`config.mk`:
```
export PLATFORM = sky130hd
export DESIGN_NAME = scpu_top
export DESIGN_NICKNAME = d
export VERILOG_FILES = /design/src/rtl/scpu_pkg.sv /design/src/rtl/scpu_decode.sv /design/src/rtl/scpu_alu.sv /design/src/rtl/scpu_regs.sv /design/src/rtl/scpu_top.sv
export SDC_FILE = /design/constraint.sdc
export NUM_CORES = 2
export LEC_CHECK = 0
export BUFFER_PORTS_ARGS = -buffer_cell sky130_fd_sc_hd__buf_4
export CORE_MARGIN = 3
export CORE_UTILIZATION = 39
export CTS_CLUSTER_DIAMETER = 200
export DETAILED_ROUTE_END_ITERATION = 12
export PLACE_DENSITY = 0.53
export SETUP_SLACK_MARGIN = 0.3
export SYNTH_ARGS = -nofsm -noshare
export SYNTH_HDL_FRONTEND = slang
export SYNTH_SLANG_ARGS = --single-unit
export TNS_END_PERCENT = 10
```
`constraint.sdc`:
```
create_clock -name clk -period 10.2 [get_ports clk]
set_clock_uncertainty 0.15 [all_clocks]
set_input_delay 0.51 -clock clk [delete_from_list [all_inputs] [get_ports clk]]
set_output_delay 0.51 -clock clk [all_outputs]
set_load 0.005 [all_outputs]
```
`src/rtl/scpu_pkg.sv`:
```
// Shared encodings and control bundle for the single-cycle core.
// Assumes a 32-bit instruction word with a 6-bit opcode and 6-bit function code.
package scpu_pkg;

    typedef enum logic [2:0] {
        ALU_ADD,
        ALU_SUB,
        ALU_AND,
        ALU_OR,
        ALU_NOR,
        ALU_SLT,
        ALU_SLTU,
        ALU_LUI
    } alu_op_e;

    typedef struct packed {
        logic    reg_we;   // instruction writes a register
        logic    dst_rd;   // destination is [15:11] rather than [20:16]
        logic    use_imm;  // second ALU operand is the extended immediate
        alu_op_e alu_op;
        logic    mem_rd;
        logic    mem_wr;
        logic    branch;
        logic    jump;
        logic    illegal;
    } ctrl_t;

    localparam logic [5:0] OPC_REG   = 6'd0;
    localparam logic [5:0] OPC_JMP   = 6'd2;
    localparam logic [5:0] OPC_BEQ   = 6'd4;
    localparam logic [5:0] OPC_ADDI  = 6'd8;
    localparam logic [5:0] OPC_SLTI  = 6'd10;
    localparam logic [5:0] OPC_SLTIU = 6'd11;
    localparam logic [5:0] OPC_LUI   = 6'd15;
    localparam logic [5:0] OPC_LOAD  = 6'd35;
    localparam logic [5:0] OPC_STORE = 6'd43;

    localparam logic [5:0] FN_ADD  = 6'd32;
    localparam logic [5:0] FN_SUB  = 6'd34;
    localparam logic [5:0] FN_AND  = 6'd36;
    localparam logic [5:0] FN_OR   = 6'd37;
    localparam logic [5:0] FN_NOR  = 6'd39;
    localparam logic [5:0] FN_SLT  = 6'd42;
    localparam logic [5:0] FN_SLTU = 6'd43;

endpackage

```
`src/rtl/scpu_decode.sv`:
```
// Opcode/function decoder: turns the two code fields into a control bundle.
// Assumes nothing about operands; unknown codes raise the illegal flag.
module scpu_decode
    import scpu_pkg::*;
(
    input  logic [5:0] opcode,
    input  logic [5:0] funct,
    output ctrl_t      ctl
);

    // Purpose: map opcode and function code to control signals.
    always_comb begin
        ctl = '0;
        ctl.alu_op = ALU_ADD;
        unique case (opcode)
            OPC_REG: begin
                ctl.reg_we = 1'b1;
                ctl.dst_rd = 1'b1;
                unique case (funct)
                    FN_ADD:  ctl.alu_op = ALU_ADD;
                    FN_SUB:  ctl.alu_op = ALU_SUB;
                    FN_AND:  ctl.alu_op = ALU_AND;
                    FN_OR:   ctl.alu_op = ALU_OR;
                    FN_NOR:  ctl.alu_op = ALU_NOR;
                    FN_SLT:  ctl.alu_op = ALU_SLT;
                    FN_SLTU: ctl.alu_op = ALU_SLTU;
                    default: begin
                        ctl.reg_we  = 1'b0;
                        ctl.illegal = 1'b1;
                    end
                endcase
            end
            OPC_ADDI:  begin ctl.reg_we = 1'b1; ctl.use_imm = 1'b1; ctl.alu_op = ALU_ADD;  end
            OPC_SLTI:  begin ctl.reg_we = 1'b1; ctl.use_imm = 1'b1; ctl.alu_op = ALU_SLT;  end
            OPC_SLTIU: begin ctl.reg_we = 1'b1; ctl.use_imm = 1'b1; ctl.alu_op = ALU_SLTU; end
            OPC_LUI:   begin ctl.reg_we = 1'b1; ctl.use_imm = 1'b1; ctl.alu_op = ALU_LUI;  end
            OPC_LOAD:  begin ctl.reg_we = 1'b1; ctl.use_imm = 1'b1; ctl.mem_rd = 1'b1; end
            OPC_STORE: begin ctl.use_imm = 1'b1; ctl.mem_wr = 1'b1; end
            OPC_BEQ:   begin ctl.branch = 1'b1; ctl.alu_op = ALU_SUB; end
            OPC_JMP:   begin ctl.jump = 1'b1; end
            default:   begin ctl.illegal = 1'b1; end
        endcase
    end

endmodule

```
`src/rtl/scpu_alu.sv`:
```
// Integer ALU: add, subtract, bitwise ops, signed/unsigned less-than, upper-immediate.
// Assumes both operands are already selected and extended by the caller.
module scpu_alu
    import scpu_pkg::*;
#(
    parameter int W = 32
) (
    input  logic [W-1:0] a,
    input  logic [W-1:0] b,
    input  alu_op_e      op,
    output logic [W-1:0] res,
    output logic         zero
);

    localparam int HALF = W / 2;

    // Purpose: compute the selected operation.
    always_comb begin
        unique case (op)
            ALU_ADD:  res = a + b;
            ALU_SUB:  res = a - b;
            ALU_AND:  res = a & b;
            ALU_OR:   res = a | b;
            ALU_NOR:  res = ~(a | b);
            ALU_SLT:  res = W'($signed(a) < $signed(b));
            ALU_SLTU: res = W'(a < b);
            ALU_LUI:  res = b << HALF;
            default:  res = '0;
        endcase
    end

    assign zero = (res == '0);

endmodule

```
`src/rtl/scpu_regs.sv`:
```
// Register file with two combinational read ports and one write port.
// Entry 0 has no storage and reads as zero; two entries reset to given pointers.
module scpu_regs #(
    parameter int          NUM     = 32,
    parameter int          W       = 32,
    parameter int          SP_IDX  = 29,
    parameter logic [31:0] SP_INIT = 32'h0000_FFFC,
    parameter int          GP_IDX  = 28,
    parameter logic [31:0] GP_INIT = 32'h0000_C000,
    localparam int         AW      = $clog2(NUM)
) (
    input  logic          clk,
    input  logic          rst_n,
    input  logic [AW-1:0] ra_a,
    input  logic [AW-1:0] ra_b,
    output logic [W-1:0]  rd_a,
    output logic [W-1:0]  rd_b,
    input  logic          wr_en,
    input  logic [AW-1:0] wr_addr,
    input  logic [W-1:0]  wr_data
);

    logic [W-1:0] regs [1:NUM-1];

    for (genvar i = 1; i < NUM; i++) begin : g_reg
        localparam logic [W-1:0] INIT = (i == SP_IDX) ? W'(SP_INIT) :
                                        (i == GP_IDX) ? W'(GP_INIT) : '0;
        // Purpose: hold one register, load reset value or write data.
        always_ff @(posedge clk) begin
            if (!rst_n)
                regs[i] <= INIT;
            else if (wr_en && wr_addr == AW'(i))
                regs[i] <= wr_data;
        end
    end

    assign rd_a = (ra_a == '0) ? '0 : regs[ra_a];
    assign rd_b = (ra_b == '0) ? '0 : regs[ra_b];

endmodule

```
`src/rtl/scpu_top.sv`:
```
// Single-cycle core: fetch, decode, register read, execute, memory, write-back and
// PC update all happen within one clock. Memory is external with same-cycle reads.
// Illegal conditions latch a sticky halt that freezes PC, registers and stores.
module scpu_top
    import scpu_pkg::*;
#(
    parameter int          MEM_BYTES = 65536,
    parameter logic [31:0] RESET_PC  = 32'h0000_4000,
    parameter logic [31:0] SP_INIT   = 32'h0000_FFFC,
    parameter logic [31:0] GP_INIT   = 32'h0000_C000,
    localparam int         ADDR_W    = $clog2(MEM_BYTES),
    localparam int         WORD_AW   = ADDR_W - 2
) (
    input  logic               clk,
    input  logic               rst_n,
    output logic [WORD_AW-1:0] imem_addr,
    input  logic [31:0]        imem_rdata,
    output logic [WORD_AW-1:0] dmem_addr,
    input  logic [31:0]        dmem_rdata,
    output logic               dmem_we,
    output logic [31:0]        dmem_wdata,
    output logic               halted
);

    localparam int NREGS = 32;
    localparam int RAW   = $clog2(NREGS);

    logic [31:0] pc, pc_plus4, pc_next, imm_sx, alu_b, alu_res, rs_val, rt_val, wb_data;
    logic        alu_zero, fetch_bad, mem_bad, stop, commit;
    logic [RAW-1:0] f_rs, f_rt, f_rd, wb_addr;
    logic [4:0]  unused_shamt;
    ctrl_t       ctl;

    // field split
    assign f_rs         = imem_rdata[25:21];
    assign f_rt         = imem_rdata[20:16];
    assign f_rd         = imem_rdata[15:11];
    assign unused_shamt = imem_rdata[10:6];
    assign imm_sx       = {{16{imem_rdata[15]}}, imem_rdata[15:0]};

    scpu_decode u_dec (
        .opcode (imem_rdata[31:26]),
        .funct  (imem_rdata[5:0]),
        .ctl    (ctl)
    );

    scpu_regs #(
        .NUM     (NREGS),
        .W       (32),
        .SP_IDX  (29),
        .SP_INIT (SP_INIT),
        .GP_IDX  (28),
        .GP_INIT (GP_INIT)
    ) u_regs (
        .clk     (clk),
        .rst_n   (rst_n),
        .ra_a    (f_rs),
        .ra_b    (f_rt),
        .rd_a    (rs_val),
        .rd_b    (rt_val),
        .wr_en   (commit && ctl.reg_we),
        .wr_addr (wb_addr),
        .wr_data (wb_data)
    );

    assign alu_b = ctl.use_imm ? imm_sx : rt_val;

    scpu_alu #(.W(32)) u_alu (
        .a    (rs_val),
        .b    (alu_b),
        .op   (ctl.alu_op),
        .res  (alu_res),
        .zero (alu_zero)
    );

    // halt causes
    assign fetch_bad = (pc[1:0] != 2'b00) || (pc >= 32'(MEM_BYTES));
    assign mem_bad   = (ctl.mem_rd || ctl.mem_wr) && (alu_res[1:0] != 2'b00);
    assign stop      = fetch_bad || ctl.illegal || mem_bad;
    assign commit    = rst_n && !halted && !stop;

    // memory and write-back
    assign imem_addr  = pc[ADDR_W-1:2];
    assign dmem_addr  = alu_res[ADDR_W-1:2];
    assign dmem_wdata = rt_val;
    assign dmem_we    = commit && ctl.mem_wr;
    assign wb_data    = ctl.mem_rd ? dmem_rdata : alu_res;
    assign wb_addr    = ctl.dst_rd ? f_rd : f_rt;

    // next PC
    assign pc_plus4 = pc + 32'd4;

    // Purpose: choose among sequential, branch and jump successors.
    always_comb begin
        if (ctl.jump)
            pc_next = {pc_plus4[31:28], imem_rdata[25:0], 2'b00};
        else if (ctl.branch && alu_zero)
            pc_next = pc_plus4 + {imm_sx[29:0], 2'b00};
        else
            pc_next = pc_plus4;
    end

    // Purpose: advance PC or latch the sticky halt.
    always_ff @(posedge clk) begin
        if (!rst_n) begin
            pc     <= RESET_PC;
            halted <= 1'b0;
        end else if (!halted) begin
            if (stop)
                halted <= 1'b1;
            else
                pc <= pc_next;
        end
    end

    AST_HALT_STICKY: assert property (@(posedge clk) disable iff (!rst_n)
        halted |=> halted);
    AST_PC_FROZEN: assert property (@(posedge clk) disable iff (!rst_n)
        halted |=> $stable(pc));
    AST_HALT_ON_FAULT: assert property (@(posedge clk) disable iff (!rst_n)
        (!halted && stop) |=> (halted && $stable(pc)));
    AST_SEQ_PC: assert property (@(posedge clk) disable iff (!rst_n)
        (commit && !ctl.jump && !ctl.branch) |=> (pc == $past(pc) + 32'd4));
    AST_JUMP_REGION: assert property (@(posedge clk) disable iff (!rst_n)
        (commit && ctl.jump) |=> (pc[31:28] == $past(pc_plus4[31:28]) && pc[1:0] == 2'b00));

endmodule

```
# After elaboration in Yosys (flattened, before gate mapping)
# Memory sizes are Yosys's and may differ from the RTL's.
# Index checks and enable logic that the tools add are counted.
[totals] mem_bits_rw=992 elab_cells=301 out_inout_bits=62 mem_count=1 regBits=33 latchBits=0 mem_bits_ro=0 inputBits=66
[mem_list] name="u_regs.regs" words=31 width=32 rd=2 rd_ports_with_merged_regs=0 wr=31 line="scpu_regs.sv:23" text="logic [W-1:0] regs [1:NUM-1];"
[op_classes] n_mul=0 div_mod_pow=0 n_bitwise=36 mux=147 n_reduce_logical=55 n_addsub=4 magnitude_cmp=3 n_eq_ne=53 shift=0
[ops] operator="$mux 32" count=37
[ops] operator="$pmux 32 s8" count=1
[ops] operator="$mux 1" count=104
[ops] operator="$eq 5x5->1 const B" count=16
[ops] operator="$add 32x32->32" count=2
[ops] operator="$lt 32x32->1" count=2
[ops] operator="$eq 6x6->1 const B" count=9
[ops] operator="$eq 5x4->1 const B" count=8
[ops] operator="$logic_and 1x1->1" count=37
[ops] operator="$add 32x3->32 const B" count=1
[ops] operator="$and 32x32->32" count=1
[ops] operator="$ge 32x17->1 const B" count=1
[ops] operator="$logic_not 32->1" count=1
[ops] operator="$not 32->32" count=1
[ops] operator="$or 32x32->32" count=1
[ops] operator="$sub 32x32->32" count=1
[ops] operator="$or 1x1->1" count=31
[ops] operator="$eq 6x4->1 const B" count=4
[ops] operator="$eq 5x3->1 const B" count=4
[ops] operator="$pmux 3 s6" count=1
[ops] operator="$pmux 3 s5" count=1
[ops] operator="$eq 3x3->1 const B" count=4
[ops] operator="$eq 5x2->1 const B" count=2
[ops] operator="$logic_not 5->1" count=2
[ops] operator="18 further kinds" count=26

# Depth between registers and ports, before layout
[logic_depth] ltp_word=18 depth_mapped=35 mapped_depth_nobuf=24

# By module
# Synthesis repeated with hierarchy kept, for this count alone.
[unflattened] hier_cells=5537 hier_area_um2=64016.4
[modules_own_cells] mod="scpu_regs" n_inst=1 seq_area_each_um2=29788.6 cells_per_inst=3960 area_each_um2=53119.7
[modules_own_cells] mod="scpu_alu" n_inst=1 seq_area_each_um2=0.0 cells_per_inst=916 area_each_um2=5836.8
[modules_own_cells] mod="scpu_top" n_inst=1 seq_area_each_um2=620.6 cells_per_inst=612 area_each_um2=4728.3
[modules_own_cells] mod="scpu_decode" n_inst=1 seq_area_each_um2=0.0 cells_per_inst=49 area_each_um2=331.6

# Least setup slack after synthesis
# Ideal clock, no wire load.
[synth_timing] kind="input to register" start="input port imem_rdata[16]" end="memory u_regs.regs[16][0] (enable)" arrival_ps=8329 setup_ps=389 t_required_ps=9661 path_buffers=11 cell_stages=32 path_slack_ps=1331 path_cell_list="buf_6 buf_6 buf_6 buf_4 buf_2 buf_2 buf_2 buf_2 buf_2 buf_2 mux4_2 a221oi_1 nor3_1 mux2i_1 inv_1 ha_1 fa_1 o21bai_1 nand2_1 a21oi_1 o31ai_1 a221oi_4 nor2_2 a211o_1 a31oi_1 o21ai_1 a2111oi_2 nand2_1 nor3_2 nand2_1 clkbuf_1 nand2_1"
[synth_lines] item="from (decl)" line="scpu_top.sv:17" text="input logic [31:0] imem_rdata,"
[synth_lines] item="to (decl)" line="scpu_regs.sv:23"

# Final worst setup path
[layout_timing] start="input port imem_rdata[18]" end="register pc[21]"
[layout_via] elab_chain_cells=11
[layout_lines] item="$mem_v2 31x32 or $logic_not 5->1 (tied branches)"
[layout_lines] item="$mux 32 (*)" line="scpu_regs.sv:38" text="assign rd_b = (ra_b == '0) ? '0 : regs[ra_b];"
[layout_lines] item="$mux 32 (*)" line="scpu_top.sv:66" text="assign alu_b = ctl.use_imm ? imm_sx : rt_val;"
[layout_lines] item="parallel branches: the longest is 2 deep, another holds $sub 32x32->32"
[layout_lines] item="$pmux 32 s8 (*)" line="scpu_alu.sv:19" text="unique case (op)"
[layout_lines] item="parallel branches: the longest is 5 deep, another holds $logic_not 32->1"
[layout_lines] item="to (signal assigned)" line="scpu_top.sv:112" text="pc <= pc_next;"
[layout_lines] item="to (decl)" line="scpu_top.sv:28" text="logic [31:0] pc, pc_plus4, pc_next, imm_sx, alu_b, alu_res, rs_val, rt_val, wb_data;"
# Every way passes the cells marked *.
# A chain may end at the register's enable or synchronous reset.

==> results_dict.tcl <==
set metrics [dict create \
    dpl.hpwl_um 160000 \
    cts_buffers 111 \
    multi_input_area_um2 28600 \
    status "finished with violations" \
    cp_max_fo 30 \
    finalHoldViolations 0 \
    worst_pin_slew_ps 1390 \
    arrival_ps 8970 \
    synth_edf_count 992 \
    grt_use_total_pct 29.7 \
    nFillCells 14174 \
    tritoncts "done" \
    drc 2 \
    finalNonFillerCells 7361 \
    rsz0062_at_grt "false" \
    synth-seq-area-share_pct 49.7 \
    timing.setup.tns_ps 0 \
    r2r_cells 24 \
    vias 47322 \
    drive_above_1_share_pct 20.0 \
    antenna_found_initial 10 \
    io_buffers 127 \
    final_antenna_net_count 0 \
    final_cell_mix "nor2_1 (1,128), edfxtp_1 (992), mux4_2 (349), mux2i_1 (310), buf_4 (280)" \
    setup_viol_count_final 0 \
    crit_type "input port to flip-flop" \
    clkLatencyLatePin_ps 760 \
    wl_per_cell_um 33.3 \
    grt_pass1_wl_um 346000 \
    synth_compound_area_share_pct 10.8 \
    start_util_pct 39.5 \
    die_x_um 402 \
    power.density_nw_per_um2 175 \
    min_path_cells 3 \
    ios 128 \
    fmax_mhz 117 \
    cts_root_buf "clkbuf_16" \
    syn_nets 5464 \
    wl_um 245000 \
    overflow 0 \
    netlist_area_um2 61200 \
    period_needed_ps 8520 \
    pre_cts_ws_ps 1150 \
    worst_slack_ps 1680 \
    hold_class "input port to flip-flop" \
    numPlacedInstances 7145 \
    syn_avg_cell_area_um2 11.6 \
    yosys_register_bits 1023 \
    dieArea_um2 162000 \
    post-cts-setup-buffers 0 \
    die_h_um 402 \
    clkTransAtPathRegs_ps 70 \
    ys_async_sr_fraction_pct 0 \
    place.gp.congestion 0.973 \
    synthMuxAreaShare_pct 19.7 \
    final_common_cell "nor2_1" \
    peakVddDrop_mv 0.151 \
    fin_crit_sh_pct 83.5 \
    core-area_um2 155000 \
    syn2layout_area_growth_pct 12.5 \
    synth_ff_type "edfxtp_1" \
    cp-end-kind "flip-flop" \
    grt_max_degree 76 \
    cts_max_path_buffers 3 \
    dr.first_iter.drc_count 6268 \
    h-tree-depth 3 \
    p_leak_uw 0.0251 \
    ys_types 103 \
    fin_nets 5417 \
    worst_setup_path_start_kind "input port" \
    maxSlewViolCount 0 \
    synth_top_family_by_area "multiplexers" \
    first_pass_iters 10 \
    relSlewSlack_pct 6.76 \
    grt_pass1_vias 46064 \
    yosys.area_share.simple_pct 11.7 \
    post_drt_via_cell_ratio 6.43 \
    syn_inst 5269 \
    num_rows 144 \
    synthXorXnorAreaFrac_pct 0.987 \
    regArea_um2 30400 \
    cp.required_ps 10660 \
    ys_warn_count 0 \
    drv_cap 0 \
    synthAdderAreaFrac_pct 2.67 \
    violations "DRC" \
    clock-sinks 1023 \
]
[flip-flops by register name, summed over array words and instances, names as in the netlist]
register     flops
u_regs.regs    992
pc              30
halted           1
[cell families (layout without fill, tap and decap cells)]
kind of cell / count (synthesis) / count (layout)
compound gates: 999 / 999
xor+xnor: 69 / 69
fa+ha+maj: 129 / 129
buf+inv: 619 / 662
flops: 1023 / 1023
mux: 752 / 752
other cells: 0 / 5
simple gates: 1678 / 1678
[routing by layer]
metal | routed length, µm | GRT usage, % | vias to the layer above | share of wire (%)
met5 | 20 | 0 | - | 0.0082
met4 | 11700 | 13.2 | 4 | 4.8
met3 | 23700 | 5.68 | 546 | 9.7
met2 | 114000 | 47.2 | 2828 | 46
met1 | 95600 | 39.5 | 24098 | 39
li1 | - | - | 19846 | -
[power by group]
group	total, µW	leakage [µW]	internal, µW	switching (µW)
sequential	4800	0.0105	4730	71.3
combinational	3130	0.0129	920	2210
clock	4120	0.00178	2310	1810
total	12100	0.0251	7960	4090
[area by class of cell]
| class | count | area share (%) |
|---|---|---|
| Clock buffer | 130 | 4.20 |
| Inverter | 122 | 0.674 |
| Multi-Input combinational cell | 3627 | 41.6 |
| Antenna cell | 5 | 0.0182 |
| Sequential cell | 1023 | 44.2 |
| Clock inverter | 73 | 1.09 |
| Timing Repair Buffer | 337 | 4.55 |
| Tap cell | 2044 | 3.71 |
[cells in the mapped netlist, types with 44 or more instances]
master    instances  area (µm²)
buf_1            44         165
inv_1           119         447
o21ai_0         192         961
ha_1            126        1580
a211oi_1         50         375
mux4_2          349        7860
o221ai_1         94         823
nor3_1           72         360
nand3_1          46         230
mux2i_1         333        3330
clkbuf_1        282        1060
nand2_1         206         773
mux2_2           66         743
xnor2_1          50         438
a221oi_1         45         394
a22oi_1          45         338
edfxtp_1        992       29800
a21oi_1         242        1210
nor2_1         1130        4240
o22ai_1          76         475
buf_2           121         606
[final timing paths]
kind                           start             endpoint  slack, ps
setup reg to reg  u_regs.regs[31][0]  u_regs.regs[24][18]       2150
hold reg to reg               pc[31]               pc[31]        350
hold / removal         imem_rdata[1]                pc[3]         70
setup / recovery      imem_rdata[18]               pc[21]       1680
[stage by stage]
stage | total power, µW | utilization (%) | hold WS (ps) | cell area (µm²)
after CTS | 12000 | 44.4 | 9.66 | 68800
after global routing | 12400 | 44.4 | 45.5 | 68800
after detailed placement | 7940 | 42.0 | 328 | 65100
after global placement | 7950 | 42.0 | 319 | 65100
after floorplan | 6630 | - | 302 | 61200
final | 12100 | 44.4 | 68.2 | 68900
[worst max-delay path, stage by stage]
cell      delay (ps)
buf_4            270
nor2_1           470
nand2_2          540
buf_12           360
o221ai_1         230
a221oi_1         110
nor3_1           930
a21oi_1          420
ha_1             740
nor2b_1          130
o21ai_0          180
a21oi_1          100
nor2_1           330
mux2i_1          320
o221ai_1         160
a22oi_1          550
o21ai_0          520
a21oi_1          260
a21oi_1          130
or4_4            550
nor4b_4          220
buf_4            480
mux2i_1          270
o21ai_1           70
[timing repair]
action / in CTS / in global routing
endpoints found under the hold margin: 8 / 0
setup endpoints to repair: 0 / 0
gates resized for setup: 0 / 0
hold buffers: 8 / 0
Power figures use the tool's default switching activity.
